<file path="src/rtl/tl_pkg.sv">
package tl_pkg;
  typedef enum logic [1:0] {
    PH_MAIN_GO   = 2'd0,
    PH_MAIN_WARN = 2'd1,
    PH_SIDE_GO   = 2'd2,
    PH_SIDE_WARN = 2'd3
  } phase_e;

  // saturates at 99
  function automatic logic [7:0] to_bcd(input int unsigned v);
    int unsigned c;
    c = (v > 99) ? 99 : v;
    return {4'(c / 10), 4'(c % 10)};
  endfunction
endpackage

</file>
<file path="src/rtl/tl_timer.sv">
module tl_timer #(
  parameter int unsigned W = 6
) (
  input  logic         clk_i,
  input  logic         rst_ni,
  input  logic         clr_i,
  input  logic         tick_i,
  output logic [W-1:0] cnt_o
);
  always_ff @(posedge clk_i or negedge rst_ni) begin
    if (!rst_ni)      cnt_o <= '0;
    else if (clr_i)   cnt_o <= '0;
    else if (tick_i)  cnt_o <= cnt_o + 1'b1;
  end
endmodule

</file>
<file path="src/rtl/tl_phase_fsm.sv">
module tl_phase_fsm
  import tl_pkg::*;
#(
  parameter int unsigned MAIN_GREEN_S = 45,
  parameter int unsigned SIDE_GREEN_S = 25,
  parameter int unsigned YELLOW_S     = 5,
  parameter int unsigned W            = 6
) (
  input  logic         clk_i,
  input  logic         rst_ni,
  input  logic         tick_i,
  input  logic         main_car_i,
  input  logic         side_car_i,
  input  logic [W-1:0] cnt_i,
  output phase_e       phase_o,
  output logic         timed_o,
  output logic         clr_o
);
  phase_e phase_q, phase_d;
  logic   adv;
  logic   end_main, end_side, end_yel;
  logic   both;

  assign both     = main_car_i & side_car_i;
  assign end_main = tick_i && (32'(cnt_i) == MAIN_GREEN_S - 1);
  assign end_side = tick_i && (32'(cnt_i) == SIDE_GREEN_S - 1);
  assign end_yel  = tick_i && (32'(cnt_i) == YELLOW_S - 1);

  always_comb begin
    timed_o = 1'b1;
    adv     = 1'b0;
    phase_d = phase_q;
    unique case (phase_q)
      PH_MAIN_GO: begin
        timed_o = both;
        adv     = (side_car_i & ~main_car_i) | (both & end_main);
        if (adv) phase_d = PH_MAIN_WARN;
      end
      PH_MAIN_WARN: begin
        adv = end_yel;
        if (adv) phase_d = PH_SIDE_GO;
      end
      PH_SIDE_GO: begin
        timed_o = both;
        adv     = ~side_car_i | (both & end_side);
        if (adv) phase_d = PH_SIDE_WARN;
      end
      PH_SIDE_WARN: begin
        adv = end_yel;
        if (adv) phase_d = PH_MAIN_GO;
      end
      default: phase_d = PH_MAIN_GO;
    endcase
  end

  // held greens keep the timer at zero
  assign clr_o = adv | ~timed_o;

  always_ff @(posedge clk_i or negedge rst_ni) begin
    if (!rst_ni) phase_q <= PH_MAIN_GO;
    else         phase_q <= phase_d;
  end

  assign phase_o = phase_q;
endmodule

</file>
<file path="src/rtl/tl_display.sv">
module tl_display
  import tl_pkg::*;
#(
  parameter int unsigned MAIN_GREEN_S = 45,
  parameter int unsigned SIDE_GREEN_S = 25,
  parameter int unsigned YELLOW_S     = 5,
  parameter int unsigned W            = 6
) (
  input  phase_e       phase_i,
  input  logic [W-1:0] cnt_i,
  input  logic         timed_i,
  output logic [7:0]   main_bcd_o,
  output logic [7:0]   side_bcd_o
);
  int unsigned c, rem_m, rem_s;

  always_comb begin
    c = 32'(cnt_i);
    unique case (phase_i)
      PH_MAIN_GO: begin
        rem_m = MAIN_GREEN_S - c;
        rem_s = MAIN_GREEN_S + YELLOW_S - c;
      end
      PH_SIDE_GO: begin
        rem_m = SIDE_GREEN_S + YELLOW_S - c;
        rem_s = SIDE_GREEN_S - c;
      end
      default: begin
        rem_m = YELLOW_S - c;
        rem_s = YELLOW_S - c;
      end
    endcase
    if (!timed_i) begin
      rem_m = 0;
      rem_s = 0;
    end
    main_bcd_o = to_bcd(rem_m);
    side_bcd_o = to_bcd(rem_s);
  end
endmodule

</file>
<file path="src/rtl/traffic_ctrl.sv">
module traffic_ctrl
  import tl_pkg::*;
#(
  parameter int unsigned MAIN_GREEN_S = 45,
  parameter int unsigned SIDE_GREEN_S = 25,
  parameter int unsigned YELLOW_S     = 5
) (
  input  logic       clk_i,
  input  logic       rst_ni,
  input  logic       tick_i,
  input  logic       main_car_i,
  input  logic       side_car_i,
  output logic       main_red_o,
  output logic       main_yel_o,
  output logic       main_grn_o,
  output logic       side_red_o,
  output logic       side_yel_o,
  output logic       side_grn_o,
  output logic [7:0] main_cnt_o,
  output logic [7:0] side_cnt_o
);
  localparam int unsigned LONGEST = (MAIN_GREEN_S > SIDE_GREEN_S) ?
                                    MAIN_GREEN_S : SIDE_GREEN_S;
  localparam int unsigned CW = $clog2(LONGEST + YELLOW_S + 1);

  phase_e        phase;
  logic          timed, clr;
  logic [CW-1:0] cnt;

  tl_timer #(.W(CW)) u_timer (
    .clk_i  (clk_i),
    .rst_ni (rst_ni),
    .clr_i  (clr),
    .tick_i (tick_i),
    .cnt_o  (cnt)
  );

  tl_phase_fsm #(
    .MAIN_GREEN_S(MAIN_GREEN_S), .SIDE_GREEN_S(SIDE_GREEN_S),
    .YELLOW_S(YELLOW_S), .W(CW)
  ) u_fsm (
    .clk_i      (clk_i),
    .rst_ni     (rst_ni),
    .tick_i     (tick_i),
    .main_car_i (main_car_i),
    .side_car_i (side_car_i),
    .cnt_i      (cnt),
    .phase_o    (phase),
    .timed_o    (timed),
    .clr_o      (clr)
  );

  tl_display #(
    .MAIN_GREEN_S(MAIN_GREEN_S), .SIDE_GREEN_S(SIDE_GREEN_S),
    .YELLOW_S(YELLOW_S), .W(CW)
  ) u_disp (
    .phase_i    (phase),
    .cnt_i      (cnt),
    .timed_i    (timed),
    .main_bcd_o (main_cnt_o),
    .side_bcd_o (side_cnt_o)
  );

  always_comb begin
    {main_red_o, main_yel_o, main_grn_o} = 3'b100;
    {side_red_o, side_yel_o, side_grn_o} = 3'b100;
    unique case (phase)
      PH_MAIN_GO:   {main_red_o, main_yel_o, main_grn_o} = 3'b001;
      PH_MAIN_WARN: {main_red_o, main_yel_o, main_grn_o} = 3'b010;
      PH_SIDE_GO:   {side_red_o, side_yel_o, side_grn_o} = 3'b001;
      PH_SIDE_WARN: {side_red_o, side_yel_o, side_grn_o} = 3'b010;
      default: ;
    endcase
  end
endmodule

</file>
<file path="config.mk">
export PLATFORM = sky130hd
export DESIGN_NAME = traffic_ctrl
export DESIGN_NICKNAME = d
export VERILOG_FILES = /design/src/rtl/tl_pkg.sv /design/src/rtl/tl_timer.sv /design/src/rtl/tl_phase_fsm.sv /design/src/rtl/tl_display.sv /design/src/rtl/traffic_ctrl.sv
export SDC_FILE = /design/constraint.sdc
export NUM_CORES = 1
export LEC_CHECK = 0
export BUFFER_PORTS_ARGS = -buffer_cell sky130_fd_sc_hd__buf_4
export CORE_UTILIZATION = 50
export DETAILED_ROUTE_END_ITERATION = 12
export GPL_ROUTABILITY_DRIVEN = 0
export MAX_ROUTING_LAYER = met4
export PLACE_DENSITY = 0.7
export SETUP_SLACK_MARGIN = 0.5
export SLEW_MARGIN = 20
export SYNTH_ARGS = -nofsm -noshare
export SYNTH_HDL_FRONTEND = slang
export SYNTH_HIERARCHICAL = 1
export SYNTH_SLANG_ARGS = --single-unit
export TNS_END_PERCENT = 30
</file>
<file path="constraint.sdc">
create_clock -name clk_i -period 6.45 [get_ports clk_i]
set_clock_uncertainty 0.15 [all_clocks]
set_input_delay 0.3225 -clock clk_i [delete_from_list [all_inputs] [get_ports clk_i]]
set_output_delay 0.3225 -clock clk_i [all_outputs]
set_load 0.02 [all_outputs]
</file>
[Word-level counts from Yosys, hierarchy flattened]
Index checks and enable logic that the tools add are counted.
Operators by class
  $add $sub $neg: 6
  div/mod/pow operators: 4
  $lt $le $gt $ge: 2
  equality and inequality tests: 10
  multiplexer cells: 21
  bitwise logic cells: 10
  reduce and logical (&&, ||, !) cells: 10
Operators by type and width (number)
  $mux W32: 4
  $pmux W32 S2: 2
  $div A32 B4 Y32 const B: 2
  $gt A32 B7 Y1 const B: 2
  $mod A32 B4 Y32 const B: 2
  $sub A5 B6 Y7 const A: 2
  $sub A6 B6 Y7 const A: 2
  $mux W6: 2
  $mux W2: 4
  $pmux W2 S4: 1
  $reduce_or A2 Y1: 4
  $mux W1: 7
  $sub A3 B6 Y7 const A: 1
  $add A6 B1 Y6 const B: 1
  $eq A6 B3 Y1 const B: 1
  $eq A6 B5 Y1 const B: 1
  $eq A6 B6 Y1 const B: 1
  $and A1 B1 Y1: 4
  $eq A2 B2 Y1 const B: 2
  $ne A2 B1 Y1 const B: 2
  $ne A2 B2 Y1 const B: 2
  $reduce_and A4 Y1: 1
  $logic_and A1 B1 Y1: 3
  $not A1 Y1: 3
  5 further kinds: 7
Word-level totals
  bits in registers: 8
  input bits: 5
  output and inout bits: 22
  word-level logic and storage cells: 65

[Depth between registers and ports, before layout]
Gate-level depths: netlist (run 1).
  depth in word-level cells: 7
  mapped depth: 20
  gate-level depth less buffers: 20

[Hierarchy]
The synthesis (run 1) kept the hierarchy.
Modules (own cells, without submodules)
  tl_display: instances 1, cells each 223, area each 1570.3 µm², sequential area each 0.0 µm²
  tl_phase_fsm: instances 1, cells each 27, area each 300.3 µm², sequential area each 50.0 µm²
  tl_timer: instances 1, cells each 24, area each 269.0 µm², sequential area each 150.1 µm²
  traffic_ctrl: instances 1, cells each 6, area each 31.3 µm², sequential area each 0.0 µm²

[Worst setup path before layout (run 1)]
OpenSTA, ideal clock, no wires.
  kind: register to output
  start: reg u_fsm.phase_q[0], in the netlist u_fsm/phase_o[0]
  end: out side_cnt_o[3]
  data arrival time: 3.821 ns
  setup slack: 2.156 ns
  cell stages (with the launch flop): 19
  path buffers: 2
  path through: dfrtp_1 -> inv_1 -> ha_1 -> nor2_1 -> a21o_1 -> buf_2 -> clkbuf_1 -> nand2_1 -> inv_1 -> nor2_1 -> ha_1 -> a21boi_2 -> nor4_4 -> and2_1 -> nand2b_1 -> nor2_1 -> ha_1 -> or3_1 -> o221ai_1
On the way
  word-level cells in the longest chain between the ends: 7
  elaborated cells between the ends (all ways): 9
RTL lines
  start: declaration: line tl_phase_fsm.sv:19  | phase_e phase_q, phase_d;
  start signal: assignment: line tl_phase_fsm.sv:61  | else phase_q <= phase_d;
  $eq A2 B2 Y1 or $logic_not A2 Y1 (tied branches): line tl_phase_fsm.sv:33  | unique case (phase_q)
  $reduce_or A2 Y1 (no source line) *
  $mux W1 *: line tl_phase_fsm.sv:33
  net timed: line traffic_ctrl.sv:27  | logic timed, clr;
  $mux W32 *: line tl_display.sv:33  | if (!timed_i) begin
  $gt A32 B7 Y1: line tl_pkg.sv:12  | c = (v > 99) ? 99 : v;
  $mux W32 *: line tl_pkg.sv:12
  $mod A32 B4 Y32 *: line tl_pkg.sv:13  | return {4'(c / 10), 4'(c % 10)};
  end: declaration: line traffic_ctrl.sv:20  | output logic [7:0] side_cnt_o
Mark *: on every way through the listed nets, which the timed path passes. The rest lies on a longest branch.

[Worst setup path in the final report (run 1)]
  start: reg u_fsm.phase_q[0], in the netlist u_fsm/phase_o[0]
  end: out main_cnt_o[3]
On the way
  word-level cells in the longest chain between the ends: 7
  elaborated cells between the ends (all ways): 9
RTL lines
  $eq A2 B2 Y1 or $logic_not A2 Y1 (tied branches): line tl_phase_fsm.sv:33
  $reduce_or A2 Y1 (no source line) *
  $mux W1 *: line tl_phase_fsm.sv:33
  net timed: line traffic_ctrl.sv:27
  $mux W32 *: line tl_display.sv:33
  $gt A32 B7 Y1: line tl_pkg.sv:12
  $mux W32 *: line tl_pkg.sv:12
  $mod A32 B4 Y32 *: line tl_pkg.sv:13
  end: declaration: line traffic_ctrl.sv:19  | output logic [7:0] main_cnt_o,
Marks and branches as above.

==> reports/metrics.yaml, run 1 <==
drt:
  vias_per_cell: 6.26
  dr.pass1.iters: 4
  ant_nets: 0
  vias: 2166
  wl_per_cell_um: 15.0
  drc_errors: 0
  drt_first_iter_violations: 139
  routed_wl_um: 5180
sta:
  setup_viol: 0
  fin_crit_ns: 5.46
  rsz0062_at_grt: "false"
  final.setup.tns_ns: 0
  post-route-period-util: 0.846
  slew_viol_final: 0
  relSlewSlack: 0.394
  worst_pin_slew_ns: 0.909
  hold_viol: 0
  fmax_ghz: 0.183
cts:
  root_buffer: "clkbuf_8"
  cts_tree: "yes"
  clock_latency_ns: 0.23
  clkTransAtPathRegs_ns: 0.04
  post-cts-setup-buffers: 0
  cts.htree.levels: 1
  clock_path_buffers: 2
  numCtsBuffers: 3
  cts.sinks: 8
synth:
  yosys_register_bits: 8
  synth-edff-count: 0
  avgSynthCellArea_um2: 7.75
  syn_inst: 280
  ys_async_sr_fraction: 1.00
  synth_seq_area_share: 0.0922
  synth.distinct_cells: 91
  syn_nets: 298
  netlist_area_um2: 2170
  synth_warnings: 6
  synth-main-ff-cell: "dfrtp_1"
cells_and_area:
  final_layout_size_suffix_gt1_frac: 0.209
  antennaDiodeCount: 0
  synthToLayoutAreaGrowth_pct: 9.86
  fin_cells: 346
  nets: 316
job:
  max-cap-violations: 0
global_routing:
  antenna_found_initial: 0
  grt_pass1_wl_um: 8400
  grt_overflow: 0
  grt_max_degree: 30
  grt_pass1_vias: 1904
  grt_use_total: 0.240
worst_setup_path:
  worst-setup-path-type: "flop to primary output"
  critPathMaxStageDelay_ns: 0.65
  cp.arrival_ns: 4.99
  cpMostUsedCell: "inv_1"
  crit_family: "compound AO/OA/AOI/OAI gates"
  start_kind: "flop"
  cp_num_buf_inv: 5
  crit_path_end_kind: "primary output"
  path_cells: "inv_1, ha_1, nor2_1, a21o_1, inv_1, nor2_1, mux2i_1, nor2_1, ha_1, inv_1, o2111a_1, o21ai_2, a211o_2, nor2b_1, ha_1, inv_1, a2111oi_0, a211oi_1, a31oi_1, buf_4"
  required_ns: 5.98
  critPathSlowestCell: "dfrtp_2"
  cp_max_fo: 29
floorplanning:
  num_io_pins: 27
  die_y_um: 67.9
  num_rows: 23
  start_util: 0.531
  die_w_um: 67.9
  die_area_um2: 4610
  fp.coreArea_um2: 4090
placed_design:
  dp.cells: 342
  hpwl_um: 3780
  port_buffers: 26
run_status:
  status: "complete, no violations"
min_path:
  hold_class: "input pin to flop"
## cell type report
class	instances	area [um^2]
Clock buffer	3	41.3
Inverter	15	56.3
Timing Repair Buffer	28	213
Multi-Input combinational cell	242	1810
Tap cell	50	62.6
Sequential cell	8	203
Fill cell	398	1700
## cell families (layout without fill, tap and decap cells)
family,Yosys count,after routing,synth area share
adder cells (fa/ha/maj),15,15,0.0847
buffers and inverters,30,46,0.0743
flip-flops,8,8,0.0922
AO/OA/AOI/OAI,96,96,0.365
AND/OR/NAND/NOR,113,113,0.301
XOR/XNOR,11,11,0.0478
multiplexers,7,7,0.0352
## worst paths after layout
kind / startpoint / endpoint / slack (ns) / cells past startpoint
min in group asynchronous: rst_ni / u_timer/cnt_o[1]$_DFFE_PN0P_ / 0.29 / 2
max reg2reg: u_fsm/phase_o[0]$_DFFE_PN0P_ / u_timer/cnt_o[5]$_DFFE_PN0P_ / 3.97 / 6
max in group asynchronous: rst_ni / u_fsm/phase_o[1]$_DFFE_PN0P_ / 5.72 / 2
min: tick_i / u_timer/cnt_o[0]$_DFFE_PN0P_ / 0.26 / 3
max: u_fsm/phase_o[0]$_DFFE_PN0P_ / main_cnt_o[3] / 0.99 / 20
min reg2reg: u_timer/cnt_o[0]$_DFFE_PN0P_ / u_timer/cnt_o[0]$_DFFE_PN0P_ / 0.68 / 2
## timing repair
action | 4_1_cts | 5_1_grt
hold endpoints to repair | 8 | 0
hold buffers | 1 | 0
setup endpoints to repair | 0 | 3
gates resized for setup | 0 | 2
## worst min-delay path, cell delays in order
cell     delay [ns]
buf_4          0.13
xnor2_1        0.07
nor2_1         0.08
## metal layers
metal,global-route usage,routed length (um),share of wire,vias to the layer above
met2,0.408,2480,0.48,41
met4,0.0703,38,0.0073,0
li1,-,-,-,1088
met3,0.0117,111,0.021,3
met5,-,0,0,-
met1,0.306,2540,0.49,1034
## cells in the mapped netlist (3+ instances only)
cell / instances / area share
nand4_1: 3 / 0.0086
o21ai_1: 8 / 0.018
xor2_1: 5 / 0.020
xnor2_1: 5 / 0.020
ha_1: 13 / 0.075
nand2_1: 21 / 0.036
nand3_1: 4 / 0.0092
mux2i_1: 5 / 0.023
inv_1: 15 / 0.026
o21ai_0: 9 / 0.021
a21oi_2: 3 / 0.012
and2_1: 5 / 0.014
o211ai_1: 4 / 0.014
a21oi_1: 13 / 0.030
buf_6: 3 / 0.016
a211oi_1: 4 / 0.014
and3_1: 4 / 0.012
dfrtp_1: 8 / 0.092
buf_2: 6 / 0.014
and4_1: 3 / 0.012
nor3_1: 6 / 0.014
nand2b_1: 4 / 0.012
a21o_1: 3 / 0.010
or2_1: 3 / 0.0086
nor2b_1: 4 / 0.012
o21a_1: 5 / 0.017
nor2_1: 29 / 0.050
or3_1: 4 / 0.012
a211o_1: 4 / 0.016
a31oi_1: 4 / 0.012
## cell usage in the layout, fill, tap and decap left out, drive strengths merged, types with 3 or more instances in the layout
cell type / netlist / final
and4: 3 / 3
nor4: 3 / 3
xnor2: 5 / 5
and3: 5 / 5
and2: 6 / 6
o211ai: 5 / 5
nand2b: 4 / 4
buf: 13 / 27
or3: 6 / 6
o21a: 5 / 5
a211o: 5 / 5
xor2: 6 / 6
inv: 15 / 15
a21oi: 17 / 17
mux2i: 5 / 5
nor2b: 4 / 4
nand2: 21 / 21
nor2: 29 / 29
nor3: 7 / 7
o21ai: 18 / 18
a31oi: 5 / 5
nand3: 4 / 4
clkbuf: 2 / 3
a21o: 3 / 3
ha: 13 / 13
a211oi: 6 / 6
or2: 5 / 5
dfrtp: 8 / 8
nand4: 4 / 4
nor3b: 3 / 3
## through the flow
stage               instance area [um^2]  setup slack [ns]  hold slack [ns]  utilization
finish                              2380             0.991            0.258        0.584
CTS                                 2380             0.748            0.252        0.583
floorplan                           2170              2.16           -0.123            -
global route                        2380             0.609            0.281        0.584
global placement                    2330              1.17         -0.00411        0.570
detailed placement                  2330              1.01         -0.00475        0.570
## sequential cells by signal (all words and copies together), names as in the netlist
| register | count |
|---|---|
| u_fsm/phase_o | 2 |
| u_timer/cnt_o | 6 |
Power of run 1 is left out: the tool's default activity adds up to more than one toggle a clock period on the data nets, which glitch-free logic cannot reach.
==> inputs of run 2 (changes only) <==
- ABC_AREA: not set -> 1
- PLACE_DENSITY: 0.7 -> 0.73
- clock period: 6.45 -> 5.01 ns (I/O delays scaled with it)
==> reports/metrics.yaml, run 2 <==
placed_design:
  hpwl_um: 3740  # was 3780 um
  place_area_um2: 2230  # was 2330 um^2
  dp_slack_ns: 0.880  # was 1.01 ns
  port_buffers: 26  # unchanged
  dp.cells: 414  # was 342
drt:
  drc_errors: 0  # unchanged
  dr.pass1.iters: 5  # was 4
  drt_first_iter_violations: 166  # was 139
  routed_wl_um: 4820  # was 5180 um
  vias: 2175  # was 2166
  wl_per_cell_um: 11.5  # was 15.0 um
  vias_per_cell: 5.20  # was 6.26
  ant_nets: 0  # unchanged
synth:
  synth_top_area_cell: "nand2_1"  # was dfrtp_1
  syn_inst: 347  # was 280
  yosysMostFrequentCell: "nand2_1"  # was nor2_1
  synth-edff-count: 0  # unchanged
  synth_top_area_share: 0.177  # was 0.0922
  yosys-top-cells-area: "nand2_1 18%, nand3_1 11%, dfrtp_1 9.8%, ha_1 8.0%, inv_1 7.9%"  # was dfrtp_1 9.2%, ha_1 7.5%, nor2_1 5.0%, nand2_1 3.6%, a21oi_1 3.0%
  yosys_register_bits: 8  # unchanged
  synth_warnings: 6  # unchanged
  synth.distinct_cells: 33  # was 91
  ys_async_sr_fraction: 1.00  # unchanged
  synthSimpleGateAreaFrac: 0.592  # was 0.301
  netlist_area_um2: 2040  # was 2170 um^2
  synth_top_family_by_area: "simple AND/OR/NAND/NOR gates"  # was compound AO/OA/AOI/OAI gates
  synth-main-ff-cell: "dfrtp_1"  # unchanged
  syn_nets: 365  # was 298
  synthMuxAreaShare: 0  # was 0.0352
  synth_seq_area_share: 0.0982  # was 0.0922
  synth_xor_area_frac: 0.00859  # was 0.0478
  synth_commonest_cells: "96 x nand2_1, 45 x nand3_1, 43 x inv_1, 23 x nor2_1, 22 x nand2_2"  # was 29 x nor2_1, 21 x nand2_1, 15 x inv_1, 13 x a21oi_1, 13 x ha_1
  synth_fa_ha_area_frac: 0.0798  # was 0.0847
  avgSynthCellArea_um2: 5.88  # was 7.75 um^2
  synth-compound-area-share: 0.0920  # was 0.365
sta:
  fmax_ghz: 0.245
  final.setup.tns_ns: 0  # unchanged
  post-route-period-util: 0.816
  rsz0062_at_grt: "false"  # unchanged
  slew_viol_final: 0  # unchanged
  relSlewSlack: 0.536  # was 0.394
  fin_crit_ns: 4.09
  worst_slack_ns: 0.923  # was 0.991 ns
  setup_viol: 0  # unchanged
  worst_pin_slew_ns: 0.696  # was 0.909 ns
  hold_viol: 0  # unchanged
min_path:
  hold_class: "input pin to flop"  # unchanged
  holdPathStages: 3  # unchanged
cts:
  cts_tree: "yes"  # unchanged
  clock_latency_ns: 0.24  # was 0.23 ns
  root_buffer: "clkbuf_8"  # unchanged
  numCtsBuffers: 3  # unchanged
  cts.sinks: 8  # unchanged
  post-cts-setup-buffers: 0  # unchanged
  clkTransAtPathRegs_ns: 0.05  # was 0.04 ns
  clock_path_buffers: 2  # unchanged
  cts.htree.levels: 1  # unchanged
cells_and_area:
  fin_cells: 418  # was 346
  nets: 390  # was 316
  final_cell_area_um2: 2290  # was 2380 um^2
  layout_common_cells: "95 x nand2_1, 45 x nand3_1, 43 x inv_1"  # was 29 x nor2_1, 27 x buf_4, 21 x nand2_1
  largest_reg_flops: 6  # unchanged
  antennaDiodeCount: 0  # unchanged
  synthToLayoutAreaGrowth_pct: 12.3  # was 9.86%
  final_layout_size_suffix_gt1_frac: 0.270  # was 0.209
  final_common_cell: "nand2_1"  # was nor2_1
  fillers: 394  # was 398
  regMostFlops: "u_timer/cnt_o"  # unchanged
floorplanning:
  fp.coreArea_um2: 3800  # was 4090 um^2
  die_area_um2: 4340  # was 4610 um^2
  num_rows: 22  # was 23
  die_y_um: 65.9  # was 67.9 um
  die_w_um: 65.9  # was 67.9 um
  num_io_pins: 27  # unchanged
  start_util: 0.537  # was 0.531
global_routing:
  grt_overflow: 0  # unchanged
  grt_pass1_vias: 1947  # was 1904
  antenna_found_initial: 0  # unchanged
  grt_use_total: 0.247  # was 0.240
  grt_max_degree: 19  # was 30
  grt_pass1_wl_um: 8290  # was 8400 um
worst_setup_path:
  cp_max_fo: 16  # was 29
  crit_path_end_kind: "primary output"  # unchanged
  worst-setup-path-type: "flop to primary output"  # unchanged
  cp.arrival_ns: 3.69  # was 4.99 ns
  worstRegToRegCells: 9  # was 6
  required_ns: 4.61  # was 5.98 ns
  start_kind: "flop"  # unchanged
job:
  max-cap-violations: 0  # unchanged
run_status:
  status: "complete, no violations"  # unchanged
[run 2: kinds of logic (layout without fill, tap and decap cells)]
logic type | Yosys count | after routing
xor+xnor | 2 | 2
compound gates | 31 | 31
buf+inv | 61 | 84
fa+ha+maj | 13 | 13
simple gates | 232 | 232
flops | 8 | 8
[run 2: cell type report]
type,instances,area (um^2),area share
clock buffers,3,41.3,0.0180
inverters,54,203,0.0885
multi-input cells,278,1580,0.689
flip-flops and latches,8,203,0.0885
well taps,48,60.1,0.0262
repair buffers,27,205,0.0896
[run 2: path summary, 6_finish.rpt]
check,from,end,slack [ns]
max in group asynchronous,rst_ni,u_fsm/phase_o[0]$_DFFE_PN0P_,4.34
min reg2reg,u_fsm/phase_o[1]$_DFFE_PN0P_,u_fsm/phase_o[1]$_DFFE_PN0P_,0.54
min,tick_i,u_timer/cnt_o[0]$_DFFE_PN0P_,0.18
max,u_fsm/phase_o[0]$_DFFE_PN0P_,side_cnt_o[3],0.92
max reg2reg,u_fsm/phase_o[0]$_DFFE_PN0P_,u_timer/cnt_o[3]$_DFFE_PN0P_,2.65
min in group asynchronous,rst_ni,u_timer/cnt_o[0]$_DFFE_PN0P_,0.22
[run 2: repair_timing]
action / CTS / global route
resized for setup: 0 / 3
hold buffers: 1 / 0
hold endpoints to repair: 8 / 0
endpoints found under the setup margin: 0 / 5
[run 2: stage by stage]
step | utilization | hold WS, ns
2_1_floorplan | - | -0.195
3_3_place_gp | 0.588 | -0.0715
3_5_place_dp | 0.588 | -0.0711
4_1_cts | 0.601 | 0.174
5_1_grt | 0.603 | 0.191
6_report | 0.603 | 0.175
[run 2: metal layers]
layer  routed length, um  global-route usage  vias to the layer above
met5                   0                   -                        -
met4                  51              0.0679                        0
met3                 177              0.0155                        7
met2                2230               0.409                       53
met1                2360               0.324                      955
li1                    -                   -                     1160
[run 2: worst max-delay path, stage by stage (launching register included)]
cell and delay [ns]:
dfrtp_2 0.54, inv_1 0.11, ha_1 0.27, or2_2 0.33
nand2_2 0.20, nand2_1 0.10, nor2_2 0.11, nand3_1 0.15
nand2_2 0.14, inv_1 0.05, ha_1 0.26, nand4_1 0.09
nand2_1 0.14, nand2_2 0.10, nand2_2 0.09, nand2_1 0.07
nand2_1 0.08, inv_1 0.04, ha_1 0.18, nand3_1 0.08
nand2_1 0.05, nand2_1 0.05, nand2_1 0.04, buf_4 0.15
Power of run 2 is left out for the same reason.
